$ cat src/rtl/cdp_pkg.sv
package cdp_pkg;
  localparam int INSN_W = 32;
  localparam int REG_W  = 4;
  localparam int OPC_W  = 4;
  localparam int OP_W   = 5;

  typedef enum logic [OP_W-1:0] {
    OP_NONE = 5'd0,  OP_AND = 5'd1,  OP_BIC = 5'd2,  OP_ORR = 5'd3,
    OP_ORN  = 5'd4,  OP_EOR = 5'd5,  OP_ADD = 5'd6,  OP_ADC = 5'd7,
    OP_SBC  = 5'd8,  OP_SUB = 5'd9,  OP_RSB = 5'd10, OP_TST = 5'd11,
    OP_TEQ  = 5'd12, OP_CMN = 5'd13, OP_CMP = 5'd14, OP_MOV = 5'd15,
    OP_MVN  = 5'd16
  } cdp_op_e;

  typedef struct packed {
    cdp_op_e          op;
    logic [REG_W-1:0] rd;
    logic [REG_W-1:0] rn;
    logic             setf;
    logic             wr_en;
    logic             a_unused;
    logic             illegal;
  } cdp_dec_t;

  localparam int DEC_W = $bits(cdp_dec_t);
endpackage

$ cat src/rtl/cdp_field_split.sv
module cdp_field_split
  import cdp_pkg::*;
#(
  parameter int IW = INSN_W,
  parameter int RW = REG_W,
  parameter int OW = OPC_W
) (
  input  logic [IW-1:0] insn,
  output logic          in_class,
  output logic [OW-1:0] opc,
  output logic          sbit,
  output logic [RW-1:0] rn,
  output logic [RW-1:0] rd
);
  localparam logic [4:0] CLASS_TAG = 5'b11110;

  assign in_class = (insn[IW-1 -: 5] == CLASS_TAG) && !insn[25] && !insn[15];
  assign opc      = insn[21 +: OW];
  assign sbit     = insn[20];
  assign rn       = insn[16 +: RW];
  assign rd       = insn[8 +: RW];
endmodule

$ cat src/rtl/cdp_opcode_map.sv
module cdp_opcode_map
  import cdp_pkg::*;
#(
  parameter int OW = OPC_W
) (
  input  logic [OW-1:0] opc,
  output cdp_op_e       base_op,
  output logic          known
);
  always_comb begin
    known = 1'b1;
    unique case (opc)
      4'd0:    base_op = OP_AND;
      4'd1:    base_op = OP_BIC;
      4'd2:    base_op = OP_ORR;
      4'd3:    base_op = OP_ORN;
      4'd4:    base_op = OP_EOR;
      4'd8:    base_op = OP_ADD;
      4'd10:   base_op = OP_ADC;
      4'd11:   base_op = OP_SBC;
      4'd13:   base_op = OP_SUB;
      4'd14:   base_op = OP_RSB;
      default: begin
        base_op = OP_NONE;
        known   = 1'b0;
      end
    endcase
  end
endmodule

$ cat src/rtl/cdp_alias_resolve.sv
module cdp_alias_resolve
  import cdp_pkg::*;
#(
  parameter int RW = REG_W,
  parameter int SPECIAL_IDX = 15
) (
  input  logic          in_class,
  input  logic          sbit,
  input  logic [RW-1:0] rn,
  input  logic [RW-1:0] rd,
  input  cdp_op_e       base_op,
  input  logic          known,
  output cdp_dec_t      dec
);
  localparam logic [RW-1:0] SPX = RW'(SPECIAL_IDX);

  logic    rd_sp, rn_sp, cmp_hit, mov_hit;
  cdp_op_e cmp_op, mov_op;

  assign rd_sp = (rd == SPX);
  assign rn_sp = (rn == SPX);

  always_comb begin
    cmp_hit = 1'b0;
    cmp_op  = OP_NONE;
    case (base_op)
      OP_AND:  begin cmp_hit = 1'b1; cmp_op = OP_TST; end
      OP_EOR:  begin cmp_hit = 1'b1; cmp_op = OP_TEQ; end
      OP_ADD:  begin cmp_hit = 1'b1; cmp_op = OP_CMN; end
      OP_SUB:  begin cmp_hit = 1'b1; cmp_op = OP_CMP; end
      default: ;
    endcase
    cmp_hit = cmp_hit && sbit && rd_sp;
  end

  always_comb begin
    mov_hit = 1'b0;
    mov_op  = OP_NONE;
    if (rn_sp) begin
      if (base_op == OP_ORR) begin mov_hit = 1'b1; mov_op = OP_MOV; end
      if (base_op == OP_ORN) begin mov_hit = 1'b1; mov_op = OP_MVN; end
    end
  end

  always_comb begin
    dec          = '0;
    dec.op       = OP_NONE;
    dec.rd       = rd;
    dec.rn       = rn;
    if (in_class) begin
      if (!known) begin
        dec.illegal = 1'b1;
      end else if (cmp_hit) begin
        dec.op   = cmp_op;
        dec.setf = 1'b1;
      end else if (rd_sp) begin
        dec.illegal = 1'b1;
      end else begin
        dec.op       = mov_hit ? mov_op : base_op;
        dec.a_unused = mov_hit;
        dec.setf     = sbit;
        dec.wr_en    = 1'b1;
      end
    end
  end
endmodule

$ cat src/rtl/cdp_out_stage.sv
module cdp_out_stage #(
  parameter int W = 8
) (
  input  logic         clk,
  input  logic         rst_n,
  input  logic         up_valid,
  output logic         up_ready,
  input  logic [W-1:0] up_data,
  output logic         dn_valid,
  input  logic         dn_ready,
  output logic [W-1:0] dn_data
);
  assign up_ready = !dn_valid || dn_ready;

  always_ff @(posedge clk or negedge rst_n) begin
    if (!rst_n) begin
      dn_valid <= 1'b0;
      dn_data  <= '0;
    end else if (up_ready) begin
      dn_valid <= up_valid;
      if (up_valid) dn_data <= up_data;
    end
  end
endmodule

$ cat src/rtl/cdp_decoder.sv
module cdp_decoder
  import cdp_pkg::*;
#(
  parameter int IW = INSN_W,
  parameter int RW = REG_W,
  parameter int SPECIAL_IDX = 15
) (
  input  logic          clk,
  input  logic          rst_n,
  input  logic          in_valid,
  output logic          in_ready,
  input  logic [IW-1:0] in_insn,
  output logic          out_valid,
  input  logic          out_ready,
  output logic [OP_W-1:0] out_op,
  output logic [RW-1:0] out_rd,
  output logic [RW-1:0] out_rn,
  output logic          out_setf,
  output logic          out_wr_en,
  output logic          out_a_unused,
  output logic          out_illegal
);
  logic             in_class, sbit, known;
  logic [OPC_W-1:0] opc;
  logic [RW-1:0]    rn, rd;
  cdp_op_e          base_op;
  cdp_dec_t         dec, held;

  cdp_field_split #(.IW(IW), .RW(RW), .OW(OPC_W)) u_split (
    .insn(in_insn), .in_class(in_class), .opc(opc), .sbit(sbit), .rn(rn), .rd(rd)
  );

  cdp_opcode_map #(.OW(OPC_W)) u_map (
    .opc(opc), .base_op(base_op), .known(known)
  );

  cdp_alias_resolve #(.RW(RW), .SPECIAL_IDX(SPECIAL_IDX)) u_alias (
    .in_class(in_class), .sbit(sbit), .rn(rn), .rd(rd),
    .base_op(base_op), .known(known), .dec(dec)
  );

  cdp_out_stage #(.W(DEC_W)) u_stage (
    .clk(clk), .rst_n(rst_n),
    .up_valid(in_valid), .up_ready(in_ready), .up_data(dec),
    .dn_valid(out_valid), .dn_ready(out_ready), .dn_data(held)
  );

  assign out_op       = held.op;
  assign out_rd       = held.rd;
  assign out_rn       = held.rn;
  assign out_setf     = held.setf;
  assign out_wr_en    = held.wr_en;
  assign out_a_unused = held.a_unused;
  assign out_illegal  = held.illegal;
endmodule

$ cat config.mk
export PLATFORM = sky130hd
export DESIGN_NAME = cdp_decoder
export DESIGN_NICKNAME = d
export VERILOG_FILES = /design/src/rtl/cdp_pkg.sv /design/src/rtl/cdp_field_split.sv /design/src/rtl/cdp_opcode_map.sv /design/src/rtl/cdp_alias_resolve.sv /design/src/rtl/cdp_out_stage.sv /design/src/rtl/cdp_decoder.sv
export SDC_FILE = /design/constraint.sdc
export NUM_CORES = 1
export LEC_CHECK = 0
export BUFFER_PORTS_ARGS = -buffer_cell sky130_fd_sc_hd__buf_2
export CAP_MARGIN = 20
export CORE_MARGIN = 1.5
export CORE_UTILIZATION = 40
export DETAILED_ROUTE_END_ITERATION = 8
export PLACE_DENSITY = 0.79
export SLEW_MARGIN = 30
export SYNTH_ARGS = -nofsm -noshare
export SYNTH_HDL_FRONTEND = slang
export SYNTH_SLANG_ARGS = --single-unit
$ cat constraint.sdc
create_clock -name clk -period 1.7 [get_ports clk]
set_input_delay 0.17 -clock clk [delete_from_list [all_inputs] [get_ports clk]]
set_output_delay 0.17 -clock clk [all_outputs]
set_load 0.02 [all_outputs]
==> impl_metrics.env <==
export IMPL_outcome="finished clean"
export IMPL_p_per_area_nw_per_um2=711
export IMPL_rows=18
export IMPL_fill_cells=227
export IMPL_num_antenna_cells=0
export IMPL_grt_usage=0.179
export IMPL_crit_start="u_stage.dn_valid"
export IMPL_drv_slew=0
export IMPL_io_pins=55
export IMPL_ys_seq_area_frac=0.444
export IMPL_ys_ff_latch=18
export IMPL_maxSlewHeadroom=0.741
export IMPL_die_x_um=53.3
export IMPL_syn_inst=100
export IMPL_share_seq_of_total_power=0.520
export IMPL_grt_setup_unrepaired="false"
export IMPL_wl_per_cell_um=13.9
export IMPL_path_clk_slew_ns=0.09
export IMPL_period_share=0.827
export IMPL_switchingPower_w=0.000271
export IMPL_detail_route_vias_per_cell=5.70
export IMPL_dieArea_um2=2840
export IMPL_cts_tree="built"
export IMPL_finalCriticalPeriod_ns=1.41
export IMPL_antenna_found_initial=0
export IMPL_cts_root_buf="clkbuf_4"
export IMPL_drc=0
export IMPL_drive_gt1_frac=0.414
export IMPL_yosys_warnings=0
export IMPL_crit_fanout=6
export IMPL_final_nets=178
export IMPL_route_vias_total=969
export IMPL_core_um2=2430
export IMPL_peakVddDrop_uv=618
export IMPL_grt_first_pass_wirelength_mm=3.69
export IMPL_areaGrowthSynthToFinish_pct=26.0
export IMPL_synthFlopType="dfrtp_1"
export IMPL_overflow=0
export IMPL_fin_skew_ns=0.00418
export IMPL_combPwrFrac=0.256
export IMPL_drt_initial_drc_count=21
export IMPL_final_antenna_net_count=0
export IMPL_port_buffer_count=42
export IMPL_clk_latency_ns=0.29
export IMPL_cp_end_kind="flop"
export IMPL_ctsResizeCount=0
export IMPL_synth_edff_count=0
export IMPL_cap_violations=0
export IMPL_final_core_util=0.525
export IMPL_p_leak_nw=0.606
export IMPL_critPathLaunchType="flop"
export IMPL_crit_required_ns=1.93
export IMPL_synth_net_count=136
export IMPL_cts_sinks=18
export IMPL_htreeDepth=1
export IMPL_worstHoldStart="in_valid"
export IMPL_arrival_ns=1.63
export IMPL_fp_dieH_um=53.3
export IMPL_async_reset_ff_frac=1.00
export IMPL_finalSetupViolCount=0
export IMPL_cts_buffers=3
export IMPL_routabilityCongestion=0.814
export IMPL_grt_pass1_vias=875
export IMPL_p_clk_frac=0.223
export IMPL_grt_max_degree=19
export IMPL_final_common_cell="buf_2"
export IMPL_final_cell_mix="42 x buf_2, 18 x dfrtp_1, 10 x nand2_1"
export IMPL_hold_viol=0
export IMPL_start_util=0.417
export IMPL_min_path_type="in -> reg"
export IMPL_r2r_start="u_stage.dn_valid"
export IMPL_worst_slew_pin_transition_ns=0.389
export IMPL_totalWireLength_mm=2.36
export IMPL_p_sw_frac=0.298
export IMPL_syn_cell_area_um2=1010
export IMPL_intPower_w=0.000638
export IMPL_tns_ns=0
export IMPL_fmax_mhz=712
export IMPL_syn_area_per_cell_um2=10.1
export IMPL_cts_buffer_depth=2
export IMPL_crit_type="reg -> reg"
export IMPL_dr_pass1_iters=5
export IMPL_yosysUniqueCellTypes=31
export IMPL_dp_hpwl_mm=1.75
path summary, 6_finish.rpt:
check	cells past startpoint	endpoint	slack, ns
setup / recovery	5	u_stage.dn_data[3]	0.29
hold / removal	2	u_stage.dn_valid	0.11
setup reg to reg	5	u_stage.dn_data[3]	0.29
hold reg to reg	2	u_stage.dn_data[0]	0.50
max in group asynchronous	2	u_stage.dn_data[2]	1.09
min in group asynchronous	2	u_stage.dn_data[7]	0.33
synth_stat cells (all sizes together) (2+ instances only):
master  number  area (um^2)
a21oi        5         25.0
a22o         5         43.8
a32o         4         40.0
and4         2         17.5
buf          4         20.0
clkbuf       3         11.3
dfrtp       18          450
mux2         8         90.1
nand2       10         37.5
nand2b       4         25.0
nand4        2         12.5
nor2         5         26.3
nor2b        5         31.3
nor3         4         25.0
nor3b        2         15.0
o21ai        6         30.0
power by group through the flow:
stage / combinational (W) / sequential (W) / clock, W
2_1_floorplan: 0.000103 / 0.000520 / 0
3_3_place_gp: 0.000224 / 0.000479 / 0
3_5_place_dp: 0.000231 / 0.000481 / 0
4_1_cts: 0.000234 / 0.000473 / 0.000212
5_1_grt: 0.000253 / 0.000476 / 0.000230
6_report: 0.000233 / 0.000473 / 0.000203
flip-flops by register name, summed over array words and instances, names as in the netlist:
signal and count:
u_stage.dn_valid 1, u_stage.dn_data 17
layer usage:
metal	vias up	part of all wire	wire length, um	track usage
li1	458	-	-	-
met4	0	0.019	44	0.0940
met3	5	0.062	145	0.0226
met1	465	0.45	1070	0.225
met2	41	0.47	1100	0.296
met5	-	0	0	0
final cells by class:
type / instances / area, um^2 / share of cell area
Clock buffer: 3 / 22.5 / 0.0176
Multi-Input combinational cell: 75 / 539 / 0.422
Sequential cell: 18 / 450 / 0.353
Tap cell: 30 / 37.5 / 0.0294
Timing Repair Buffer: 44 / 228 / 0.178
metrics by stage:
step           total power [W]  worst slack (ns)  std cells  cell area (um^2)  hold WS, ns
2_1_floorplan         0.000623            0.0847        100              1020       -0.126
3_3_place_gp          0.000704             0.109        166              1240        0.107
3_5_place_dp          0.000712            0.0904        166              1240        0.116
4_1_cts               0.000918             0.283        170              1280        0.100
5_1_grt               0.000959             0.221        170              1280        0.102
6_report              0.000908             0.295        170              1280        0.107
logic make-up (layout without fill, tap and decap cells):
family          after synthesis  count (layout)  synth area share
simple gates                 39              39             0.230
compound gates               26              26             0.188
flops                        18              18             0.444
mux                           9               9            0.0988
buf+inv                       7              47            0.0309
xor+xnor                      1               1           0.00864
worst max-delay path, stage by stage, from the launching register on:
cell,delay [ns]
dfrtp_1,0.42
nand2b_4,0.09
nand2_1,0.07
or3_4,0.42
nor2_4,0.16
a32o_1,0.19
what timing repair did:
action	4_1_cts	5_1_grt
buffers inserted	0	0
endpoints found under the hold margin	18	0
hold buffers	1	0
No activity file was read; power rests on OpenSTA's default activity.
